$ cat src/rtl/pinc_pkg.sv
package pinc_pkg;
  localparam int NUM_PINS = 7;
  localparam int PIN_TB   = 0;
  localparam int PIN_EXT  = 1;
  localparam int PIN_SMI  = 2;
  localparam int PIN_MCHK = 3;
  localparam int PIN_CSTP = 4;
  localparam int PIN_HRST = 5;
  localparam int PIN_SRST = 6;

  localparam int PEND_W   = 4;
  localparam int PB_EXT   = 0;
  localparam int PB_SMI   = 1;
  localparam int PB_MCHK  = 2;
  localparam int PB_SRST  = 3;

  typedef logic [NUM_PINS-1:0] pin_vec_t;
  typedef logic [PEND_W-1:0]   pend_vec_t;
endpackage

$ cat src/rtl/pinc_filter.sv
module pinc_filter
  import pinc_pkg::*;
#(
  parameter int IDX_W = 4
) (
  input  logic             clk,
  input  logic             rst_n,
  input  logic             upd_valid,
  input  logic [IDX_W-1:0] upd_pin,
  input  logic             upd_level,
  output pin_vec_t         rise,
  output pin_vec_t         fall,
  output pin_vec_t         lvl_q
);
  pin_vec_t chg;

  for (genvar g = 0; g < NUM_PINS; g++) begin : g_pin
    logic hit;
    assign hit     = upd_valid && (upd_pin == IDX_W'(g));
    assign chg[g]  = hit && (upd_level != lvl_q[g]);
    assign rise[g] = chg[g] && upd_level;
    assign fall[g] = chg[g] && !upd_level;

    always_ff @(posedge clk) begin
      if (!rst_n)      lvl_q[g] <= 1'b0;
      else if (chg[g]) lvl_q[g] <= upd_level;
    end
  end

  // out-of-range index leaves stored levels untouched
  p_undef_quiet_r10: assert property (@(posedge clk) disable iff (!rst_n)
    (upd_valid && (32'(upd_pin) >= NUM_PINS)) |=> $stable(lvl_q));

  // at most one pin changes per update
  p_single_change_r1: assert property (@(posedge clk) disable iff (!rst_n)
    $onehot0(rise | fall));
endmodule

$ cat src/rtl/pinc_pending.sv
module pinc_pending
  import pinc_pkg::*;
(
  input  logic      clk,
  input  logic      rst_n,
  input  pin_vec_t  rise,
  input  pin_vec_t  fall,
  input  logic      ack_valid,
  input  pend_vec_t ack_mask,
  output pend_vec_t pend_q
);
  pend_vec_t set_v, clr_v, ack_v, nxt;

  always_comb begin
    set_v = '0;
    clr_v = '0;
    set_v[PB_EXT]  = rise[PIN_EXT];
    clr_v[PB_EXT]  = fall[PIN_EXT];
    set_v[PB_SMI]  = rise[PIN_SMI];
    clr_v[PB_SMI]  = fall[PIN_SMI];
    set_v[PB_SRST] = rise[PIN_SRST];
    clr_v[PB_SRST] = fall[PIN_SRST];
    set_v[PB_MCHK] = fall[PIN_MCHK];
    ack_v = ack_valid ? ack_mask : '0;
    nxt   = (pend_q & ~clr_v & ~ack_v) | set_v;
  end

  always_ff @(posedge clk) begin
    if (!rst_n) pend_q <= '0;
    else        pend_q <= nxt;
  end

  // a same-cycle set survives an acknowledge
  p_set_wins_r11: assert property (@(posedge clk) disable iff (!rst_n)
    rise[PIN_EXT] |=> pend_q[PB_EXT]);

  // machine-check bit only leaves through acknowledge
  p_mchk_sticky_r5: assert property (@(posedge clk) disable iff (!rst_n)
    (pend_q[PB_MCHK] && !(ack_valid && ack_mask[PB_MCHK])) |=> pend_q[PB_MCHK]);

  // an empty vector stays empty without a pin set
  p_idle_stays_r9: assert property (@(posedge clk) disable iff (!rst_n)
    ((pend_q == '0) && (rise == '0) && !fall[PIN_MCHK]) |=> (pend_q == '0));
endmodule

$ cat src/rtl/pinc_core.sv
module pinc_core
  import pinc_pkg::*;
(
  input  logic     clk,
  input  logic     rst_n,
  input  pin_vec_t rise,
  input  pin_vec_t fall,
  output logic     tb_en_q,
  output logic     stop_q,
  output logic     rreq_q
);
  always_ff @(posedge clk) begin
    if (!rst_n) begin
      tb_en_q <= 1'b1;
      stop_q  <= 1'b0;
      rreq_q  <= 1'b0;
    end else begin
      if (rise[PIN_TB])      tb_en_q <= 1'b1;
      else if (fall[PIN_TB]) tb_en_q <= 1'b0;
      if (fall[PIN_CSTP])    stop_q  <= 1'b1;
      rreq_q <= fall[PIN_HRST];
    end
  end

  p_stop_hold_r6: assert property (@(posedge clk) disable iff (!rst_n)
    stop_q |=> stop_q);

  p_rst_pulse_r7: assert property (@(posedge clk) disable iff (!rst_n)
    rreq_q |=> !rreq_q);

  p_tb_start_r4: assert property (@(posedge clk) disable iff (!rst_n)
    rise[PIN_TB] |=> tb_en_q);
endmodule

$ cat src/rtl/pinc_top.sv
module pinc_top
  import pinc_pkg::*;
#(
  parameter int IDX_W = 4
) (
  input  logic             clk,
  input  logic             rst_n,
  input  logic             upd_valid,
  input  logic [IDX_W-1:0] upd_pin,
  input  logic             upd_level,
  input  logic             ack_valid,
  input  logic [3:0]       ack_mask,
  output logic [3:0]       pend,
  output logic             irq_req,
  output logic             tb_en,
  output logic             core_stop,
  output logic             rst_req
);
  pin_vec_t  rise, fall, lvl_q;
  pend_vec_t pend_q;

  pinc_filter #(.IDX_W(IDX_W)) u_filter (
    .clk(clk), .rst_n(rst_n), .upd_valid(upd_valid), .upd_pin(upd_pin),
    .upd_level(upd_level), .rise(rise), .fall(fall), .lvl_q(lvl_q)
  );

  pinc_pending u_pend (
    .clk(clk), .rst_n(rst_n), .rise(rise), .fall(fall),
    .ack_valid(ack_valid), .ack_mask(ack_mask), .pend_q(pend_q)
  );

  pinc_core u_core (
    .clk(clk), .rst_n(rst_n), .rise(rise), .fall(fall),
    .tb_en_q(tb_en), .stop_q(core_stop), .rreq_q(rst_req)
  );

  assign pend    = pend_q;
  assign irq_req = |pend_q;

  // reset state seen one cycle after a reset cycle
  p_reset_state_r12: assert property (@(posedge clk)
    $past(!rst_n) |-> (pend == '0 && !core_stop && !rst_req && tb_en));

  // request line drops only when the vector has emptied
  p_irq_drop_r9: assert property (@(posedge clk) disable iff (!rst_n)
    $fell(irq_req) |-> (pend == '0));
endmodule

$ cat config.mk
export PLATFORM = sky130hd
export DESIGN_NAME = pinc_top
export DESIGN_NICKNAME = d
export VERILOG_FILES = /design/src/rtl/pinc_pkg.sv /design/src/rtl/pinc_filter.sv /design/src/rtl/pinc_pending.sv /design/src/rtl/pinc_core.sv /design/src/rtl/pinc_top.sv
export SDC_FILE = /design/constraint.sdc
export NUM_CORES = 1
export LEC_CHECK = 0
export BUFFER_PORTS_ARGS = -buffer_cell sky130_fd_sc_hd__buf_2
export CAP_MARGIN = 15
export CORE_AREA = 2 2 39 41
export CTS_BUF_LIST = sky130_fd_sc_hd__clkbuf_8
export DETAILED_ROUTE_END_ITERATION = 12
export DIE_AREA = 0 0 41 43
export PLACE_DENSITY = 0.77
export REMOVE_ABC_BUFFERS = 1
export SETUP_SLACK_MARGIN = 0.02
export SYNTH_ARGS = -nofsm -noshare
export SYNTH_HDL_FRONTEND = slang
export SYNTH_SLANG_ARGS = --single-unit
$ cat constraint.sdc
create_clock -name clk -period 2.68 [get_ports clk]
set_input_delay 0.268 -clock clk [delete_from_list [all_inputs] [get_ports clk]]
set_output_delay 0.268 -clock clk [all_outputs]
set_load 0.005 [all_outputs]
==> flow_metrics.tcl, run 1 <==
set metrics [dict create \
    status "completed" \
    fin_crit_ps 1454 \
    worstSetupPathType "flip-flop to output port" \
    start_kind "flip-flop" \
    grt_pass1_wl_mm 2.525 \
    synth_top_area_share_pct 41.48 \
    synth.largest_area_cell "dfxtp_1" \
    yosys.area_share.simple_pct 24.81 \
    power.leakage_nw 0.3146 \
    crit_slowest_cell "or4_1" \
    dp.cells 111 \
    timing.critical_path.cells "or4_1 -> buf_2" \
    path_clk_slew_ps 60 \
    finalCritPeriodShare_pct 54.26 \
    fin_cells 114 \
    fin_nets 113 \
    switching_share_pct 23.68 \
    grt_pass1_vias 597 \
    insertedDiodeCount 0 \
    core-area_um2 1384 \
    synthesis.area_um2 675.6 \
    r2r_start "u_filter.lvl_q[3]" \
    rsz0062_at_grt "no" \
    grt_use_total_pct 21.54 \
    antenna_found_initial 0 \
    slew_headroom_pct 72.42 \
    p_total_uw 423.5 \
    clock_path_buffers 2 \
    synth-adder-area-share_pct 0 \
    grtUsageMet1_pct 25.66 \
    routed_wl_mm 1.556 \
    die_area_um2 1763 \
    vdd_drop_max_mv 0.2995 \
    synthCells 79 \
    end_kind "output port" \
    fill_cells 141 \
    seqPwrFrac_pct 49.8 \
    switchingPower_uw 100.3 \
    synthMuxAreaShare_pct 0 \
    setup_violations 0 \
    place.gp.congestion 0.7902 \
    drc 0 \
    hold_violations 0 \
    cts_tree "yes" \
    drtAntennaViolNets 0 \
    final_cell_mix "buf_2, dfxtp_1, a21oi_1" \
    ctsHoldBuffers 0 \
    pwr-share-comb_pct 9.2 \
    worstMarginPinSlew_ps 412.6 \
    drt_iter0_markers 11 \
    cts.repair.resized 0 \
    areaGrowthSynthToFinish_pct 21.48 \
    ys_top_cells_by_area "dfxtp_1, a21oi_1, o41ai_1" \
    fp.dieW_um 41 \
    drive_gt1_share_pct 26.53 \
    postPlaceCellArea_um2 779.5 \
    slew_viol_final 0 \
    hold_start "rst_n" \
    insertion_delay_ps 250 \
    drv_cap 0 \
    fin_area_um2 820.8 \
    hold_class "input pin to flip-flop" \
    h-tree-depth 1 \
    row_count 14 \
    grtUsageMet3_pct 6.283 \
    postCtsSetupRepairBufs 0 \
    top_usage_layer "met2" \
    grt_max_degree 14 \
    dr.pass1.iters 4 \
    via_per_inst 5.947 \
    timing.rr.end "u_pend.pend_q[2]" \
    start_util_pct 48.82 \
    synth_top_family_by_area "compound AO/OA/AOI/OAI gates" \
    yosysWarnings 0 \
    worstPathArrival_ps 1190 \
    fmax_mhz 687.7 \
    gr-total-overflow 0 \
    cts_buffers 3 \
    rr_worst_depth 3 \
    cts_root_buf "clkbuf_8" \
    avgRoutedWirePerCell_um 13.65 \
    worst-path-max-fanout 3 \
    p_per_area_nw_per_um2 516.0 \
    finalSetupTns_ps 0 \
    ys_seq_elements 14 \
    die_h_um 43 \
    p_int_uw 323.2 \
    finalClockSkew_ps 3.344 \
    whs_path_depth 2 \
    yosys.cell_types.count 27 \
    pin_count 21 \
    p_clk_share_pct 41.0 \
    final_common_cell "buf_2" \
    dr_total_vias 678 \
    synth_xor_area_share_pct 0 \
    synth.avg_cell_area_um2 8.553 \
    numPortBuffers 20 \
    cp_data_required_time_ps 2410 \
    cts_sinks 14 \
    seq_area_frac_synth_pct 41.48 \
    hpwlAfterDp_mm 1.105 \
    met2_usage_pct 32.81 \
    synth-compound-area-share_pct 27.41 \
    reg2reg_slack_ps 1620 \
    cpPeakStageDelay_ps 500 \
    hold_end "u_core.tb_en_q" \
]
==> kinds of logic (layout without fill, tap and decap cells) <==
logic type      Yosys count  count (layout)
compound gates           28              28
flops                    14              14
buf+inv                  11              30
simple gates             26              26
==> flip-flops by register name, indices dropped and copies added, names as in the netlist <==
register,flops
u_core.tb_en_q,1
u_core.rreq_q,1
u_filter.lvl_q,7
u_core.stop_q,1
u_pend.pend_q,4
==> through the flow <==
step	util [%]	hold slack, ps	setup slack (ps)
floorplan	-	339.1	1364
global placement	56.33	428.5	1204
detailed placement	56.33	442.3	1181
CTS	59.31	276.7	1220
global route	59.31	300.1	1174
finish	59.31	271.5	1226
==> metal layers <==
| metal | up-vias | routed length (µm) |
|---|---|---|
| met3 | 4 | 80 |
| met2 | 18 | 706 |
| met4 | 0 | 42 |
| met1 | 315 | 727 |
| li1 | 341 | - |
| met5 | - | 0 |
==> cells in the mapped netlist <==
cell type	number
a41oi_1	1
o21a_1	1
nor4b_2	1
nand2_1	5
nand3b_1	1
o21ai_0	5
o41ai_1	5
nand4_1	1
inv_1	7
nand2b_1	1
nor3b_1	1
or4b_1	1
buf_2	1
a21boi_0	2
nor4_1	3
a21oi_1	10
o311ai_0	2
clkbuf_1	2
or4_1	3
buf_1	1
or3_1	2
nor2b_1	1
nand3_1	5
o31ai_1	1
dfxtp_1	14
a21bo_2	1
or3b_4	1
==> power groups by stage <==
stage	registers (mW)	clock network (mW)	logic (mW)
2_1_floorplan	0.215	0	0.0150
3_3_place_gp	0.215	0	0.0375
3_5_place_dp	0.215	0	0.0385
4_1_cts	0.211	0.174	0.0387
5_1_grt	0.211	0.180	0.0443
6_report	0.211	0.174	0.0391
==> worst max path at each step <==
stage                          start                to  slack, ps  cells past startpoint
finish              u_pend.pend_q[0]           irq_req       1230                      2
detailed placement        upd_pin[3]  u_pend.pend_q[2]       1180                      4
global placement          upd_pin[3]  u_pend.pend_q[2]       1200                      4
CTS                 u_pend.pend_q[0]           irq_req       1220                      2
floorplan                 upd_pin[3]  u_pend.pend_q[2]       1360                      3
global route        u_pend.pend_q[0]           irq_req       1170                      2
==> final cells by class <==
cell class	instances	area [µm²]	share of cell area, %
inverters	7	26.28	3.201
multi-input cells	54	352.8	42.99
clock buffers	3	41.29	5.030
repair buffers	20	100.1	12.20
well taps	16	20.02	2.439
flip-flops and latches	14	280.3	34.15
==> worst max-delay path: cells and delay by family, from the launching register on <==
kind                   cells  cell delay, ps
buffers and inverters      1             140
DFF                        1             310
and+or+nand+nor            1             500
Note: power is estimated with default switching activity, not from simulation.
==> inputs of run 2 (changes only) <==
Settings changed: ABC_AREA set to 1, CORE_AREA 2 2 39 41 to unset, CORE_UTILIZATION set to 52, DIE_AREA 0 0 41 43 to unset, PLACE_DENSITY 0.77 to 0.78.
Clock period 2.68 ns to 1.4 ns, I/O delays scaled along.
==> run 2 against run 1 <==
Total power rose by 110%. Critical path depth rose by 1. Sequential share of layout area fell by 2.4 points. Via count rose by 8.7%. Critical path type unchanged.
==> flow_metrics.tcl, run 2 <==
set metrics [dict create \
    worstSetupPathType "flip-flop to output port" \
    cts_tree "yes" \
    largest-register "u_filter.lvl_q" \
    areaGrowthSynthToFinish_pct 22.57 \
    top_usage_layer "met2" \
    cts_sinks 14 \
    core-area_um2 1301 \
    grtUsageMet3_pct 5.202 \
    gr-total-overflow 0 \
    die_area_um2 1539 \
    status "completed" \
    regArea_um2 280.3 \
    hold_end "u_core.tb_en_q" \
    ys.flop_type "dfxtp_1" \
    drt_iter0_markers 23 \
    slew_viol_final 0 \
    path_clk_slew_ps 60 \
    drc 0 \
    numPortBuffers 20 \
    whs_path_depth 2 \
    synth-compound-area-share_pct 10.07 \
    timing.rr.end "u_pend.pend_q[3]" \
    synth.most_common_cell "nand2_1" \
    yosys.cell_types.count 17 \
    yosys.area_share.simple_pct 37.15 \
    synthMuxAreaShare_pct 0 \
    place.gp.congestion 0.8032 \
    power.leakage_nw 0.4080 \
    dr.pass1.iters 5 \
    synth_top_area_share_pct 38.89 \
    via_per_inst 4.881 \
    synthCells 113 \
    grt_use_total_pct 22.78 \
    rsz0062_at_grt "no" \
    start_util_pct 55.38 \
    hold_violations 0 \
    drv_cap 0 \
    cp_data_required_time_ps 1260 \
    fp.dieW_um 39.23 \
    fin_util_pct 67.88 \
    fmax_mhz 1024 \
    met2_usage_pct 40.42 \
    dr_total_vias 737 \
    routed_wl_mm 1.525 \
    postCtsSetupRepairBufs 0 \
    worstMarginPinSlew_ps 281.0 \
    synth_xor_area_share_pct 2.431 \
    slew_headroom_pct 81.26 \
    synth.avg_cell_area_um2 6.378 \
    synth-adder-area-share_pct 0 \
    end_kind "output port" \
    clock_path_buffers 2 \
    fin_nets 150 \
    fill_cells 119 \
    grt_pass1_wl_mm 2.352 \
    synthArstFlopShare_pct 0 \
    antenna_found_initial 0 \
    drive_gt1_share_pct 20.59 \
    synth_top_family_by_area "simple AND/OR/NAND/NOR gates" \
    reg_top3 "u_filter.lvl_q (7), u_pend.pend_q (4)" \
    r2r_start "u_filter.lvl_q[6]" \
    p_per_area_nw_per_um2 999.9 \
    pin_count 21 \
    drtAntennaViolNets 0 \
    finalSetupTns_ps 0 \
    ctsHoldBuffers 0 \
    ys_seq_elements 14 \
    die_h_um 39.23 \
    synthTopCellsByCount "nand2_1, nor2_1, inv_1" \
    rr_worst_depth 4 \
    worst-path-max-fanout 3 \
    insertedDiodeCount 0 \
    start_kind "flip-flop" \
    cts_buffers 3 \
    final_cell_mix "nand2_1, nor2_1, buf_2" \
    worstPathArrival_ps 840 \
    finalClockSkew_ps 4.561 \
    row_count 13 \
    ys_top_cells_by_area "dfxtp_1, nand2_1, nor2_1" \
    cts.repair.resized 0 \
    avgRoutedWirePerCell_um 10.10 \
    h-tree-depth 1 \
    vdd_drop_max_mv 1.160 \
    synth.largest_area_cell "dfxtp_1" \
    setup_violations 0 \
    reg2reg_slack_ps 440 \
    multi_input_area_um2 357.8 \
    synth-edff-count 0 \
    cts_root_buf "clkbuf_8" \
    seq_area_frac_synth_pct 38.89 \
    yosysWarnings 0 \
    fin_crit_ps 976.5 \
    grt_pass1_vias 587 \
    hold_start "rst_n" \
    final_common_cell "nand2_1" \
    grtUsageMet1_pct 27.37 \
    grt_max_degree 16 \
    hpwlAfterDp_mm 1.177 \
    synthesis.area_um2 720.7 \
    finalCritPeriodShare_pct 69.75 \
    hold_class "input pin to flip-flop" \
    insertion_delay_ps 240 \
    largest_register_ffs 7 \
]
## run 2: report_power, final
part	leakage [nW]	internal, mW	total (mW)	switching, mW
clock	0.0288	0.249	0.393	0.145
combinational	0.266	0.0324	0.0844	0.0519
sequential	0.113	0.403	0.406	0.00282
## run 2: layer usage
layer | wire, µm | vias up
met5 | 0 | -
met4 | 13 | 0
met3 | 47 | 2
met2 | 773 | 11
met1 | 691 | 327
li1 | - | 397
## run 2: worst max-delay path, cell delays in order (launching register included)
cell	delay [ps]
dfxtp_1	310
nor2_1	100
nand3_1	60
buf_2	120
## run 2: how the worst max path moves through the flow
stage | to | from | depth (start not counted)
after floorplan | u_pend.pend_q[3] | u_filter.lvl_q[6] | 4
after global placement | u_filter.lvl_q[5] | upd_level | 8
after detailed placement | u_filter.lvl_q[5] | upd_level | 8
after CTS | irq_req | u_pend.pend_q[3] | 3
after global routing | u_filter.lvl_q[3] | u_filter.lvl_q[3] | 7
final | irq_req | u_pend.pend_q[3] | 3
## run 2: layout make-up
type,instances,share of cell area [%]
well taps,15,2.125
repair buffers,20,11.33
flip-flops and latches,14,31.73
inverters,19,8.074
clock buffers,4,6.232
multi-input cells,79,40.51
## run 2: logic make-up after synthesis
| kind of cell | count (synthesis) |
|---|---|
| AO/OA/AOI/OAI | 14 |
| XOR/XNOR | 2 |
| buffers and inverters | 20 |
| flip-flops | 14 |
| AND/OR/NAND/NOR | 63 |
## run 2: through the flow
step,area (µm²),hold WS [ps],power (mW),setup WS [ps],std cells
3_3_place_gp,828.3,380.5,0.4956,359.7,147
6_report,883.3,127.8,0.8832,423.5,151
5_1_grt,883.3,138.9,0.9153,315.5,151
3_5_place_dp,828.3,381.7,0.4982,336.8,147
4_1_cts,883.3,132.5,0.8874,415.8,151
2_1_floorplan,709.4,224.2,0.4581,540.0,112
==> inputs of run 3 (changes only) <==
Settings changed: CORE_UTILIZATION 52 to 47, PLACE_DENSITY 0.78 to 0.74.
Clock period 1.4 ns to 0.8 ns, I/O delays scaled along.
==> run 3 against run 2 <==
The run now ends with setup timing left. Highest routed layer unchanged. Critical path type is now flip-flop to flip-flop. Sequential share of layout area fell by 4.9 points. Combinational power rose to 2.6 times the previous value. Flip-flop and latch count did not move. Clock power rose by 79%. Critical path depth did not move. Clock-buffer cell count did not move. Total power rose by 85%. Largest cell class unchanged. Critical endpoint is now u_pend.pend_q[3].
==> flow_metrics.tcl, run 3 (synthesis results as in run 2) <==
set metrics [dict create \
    status "complete, but fails checks" \
    violations "setup timing" \
    row_count 13 \
    cpPeakStageDelay_ps 350 \
    cp_top_family "compound AO/OA/AOI/OAI gates" \
    hold_violations 0 \
    fmax_mhz 1068 \
    grt_pass1_vias 734 \
    rsz0062_at_grt "yes" \
    h-tree-depth 1 \
    regArea_um2 296.5 \
    fin_crit_ps 936.0 \
    hpwlAfterDp_mm 1.226 \
    fp.dieW_um 41.16 \
    largest-register "u_filter.lvl_q" \
    crit_slowest_cell "dfxtp_2" \
    place.gp.congestion 0.8429 \
    grt_use_total_pct 27.66 \
    slew_headroom_pct 75.44 \
    clock_path_buffers 2 \
    setup_violations 14 \
    routed_wl_mm 1.969 \
    fin_util_pct 80.86 \
    worstSetupPathType "flip-flop to flip-flop" \
    drt_iter0_markers 13 \
    insertion_delay_ps 250 \
    cts_sinks 14 \
    die_area_um2 1694 \
    insertedDiodeCount 0 \
    numPortBuffers 20 \
    worstPathArrival_ps 1110 \
    reg_top3 "u_filter.lvl_q (7), u_pend.pend_q (4)" \
    start_util_pct 52.75 \
    core-area_um2 1366 \
    hold_class "input pin to flip-flop" \
    preCtsSetupSlack_ps -177.1 \
    dr_total_vias 823 \
    finalClockSkew_ps 2.072 \
    critPathBufInv 0 \
    power.leakage_nw 0.4779 \
    end_kind "flip-flop" \
    cts_buffers 3 \
    vdd_drop_max_mv 1.639 \
    drtAntennaViolNets 0 \
    drc 0 \
    pin_count 21 \
    final_common_cell "nand2_1" \
    dr.pass1.iters 4 \
    worst-path-max-fanout 3 \
    path_clk_slew_ps 60 \
    cts_root_buf "clkbuf_8" \
    cp_data_required_time_ps 970 \
    gr-total-overflow 0 \
    antenna_found_initial 0 \
    largest_register_ffs 7 \
    drv_cap 0 \
    slew_viol_final 0 \
    timing.critical_path.cells "a21boi_0 -> nand2_2 -> a21oi_2" \
    areaGrowthSynthToFinish_pct 53.30 \
    fin_nets 159 \
    start_kind "flip-flop" \
    via_per_inst 5.144 \
    worstMarginPinSlew_ps 366.2 \
    die_h_um 41.16 \
    avgRoutedWirePerCell_um 12.31 \
    p_per_area_nw_per_um2 1482 \
    multi_input_area_um2 474.2 \
    cts_tree "yes" \
    grt_max_degree 15 \
    fill_cells 99 \
    grt_pass1_wl_mm 2.870 \
    drive_gt1_share_pct 56.55 \
    finalCritPeriodShare_pct 117.0 \
    final_cell_mix "nand2_1, buf_2, dfxtp_2" \
    worst_slack_ps -136.0 \
]
-- run 3: worst reg2reg max path, delay by kind of cell, from the launching register on --
kind,cells,cell delay [ps]
AND/OR/NAND/NOR,1,110
flip-flops,1,350
AO/OA/AOI/OAI,2,410
-- run 3: timing repair --
| action | 4_1_cts | 5_1_grt |
|---|---|---|
| setup buffers | 1 | 0 |
| endpoints found under the setup margin | 16 | 21 |
| hold buffers | 0 | 0 |
| hold endpoints to repair | 0 | 0 |
| pin swaps | 11 | 15 |
| resized for setup | 19 | 37 |
-- run 3: report_power, final --
group	leakage (nW)	total (mW)	internal, mW	switching [mW]
sequential	0.119	0.712	0.706	0.00624
combinational	0.331	0.220	0.0923	0.128
clock	0.0288	0.704	0.437	0.268
total	0.478	1.64	1.24	0.402
-- run 3: cell type report --
type                    count  area share (%)
multi-input cells          79           42.92
flip-flops and latches     14           26.84
repair buffers             29           16.87
inverters                  19           6.682
clock buffers               4           4.983
well taps                  15           1.699
-- run 3: stage by stage --
stage | cell area, µm² | hold WS (ps) | TNS (ps) | total power [mW] | std cells
final | 1105 | 103.2 | -1289 | 1.637 | 160
after floorplan | 709.4 | 164.2 | -299.0 | 0.8016 | 112
after detailed placement | 888.4 | 360.8 | -1755 | 0.8950 | 155
after CTS | 997.2 | 97.76 | -1301 | 1.604 | 160
after global placement | 888.4 | 366.9 | -1107 | 0.8904 | 155
after global routing | 1105 | 111.2 | -2121 | 1.699 | 160
-- run 3: path summary, 6_finish.rpt --
| check | startpoint | to | slack (ps) | cells after the start |
|---|---|---|---|---|
| setup / recovery | u_pend.pend_q[3] | u_pend.pend_q[3] | -140 | 3 |
| hold / removal | ack_mask[1] | u_pend.pend_q[1] | 100 | 4 |
| setup reg to reg | u_pend.pend_q[3] | u_pend.pend_q[3] | -140 | 3 |
| hold reg to reg | u_core.stop_q | u_core.stop_q | 450 | 2 |
-- run 3: layer usage --
layer  up-vias  wire length, µm  track usage (%)  share of wire, %
li1        418                -                -                 -
met1       384              795            24.92                40
met2        15             1068            51.56                54
met3         6               60            10.33               3.0
met4         0               45            16.13               2.3
met5         -                0                0                 0
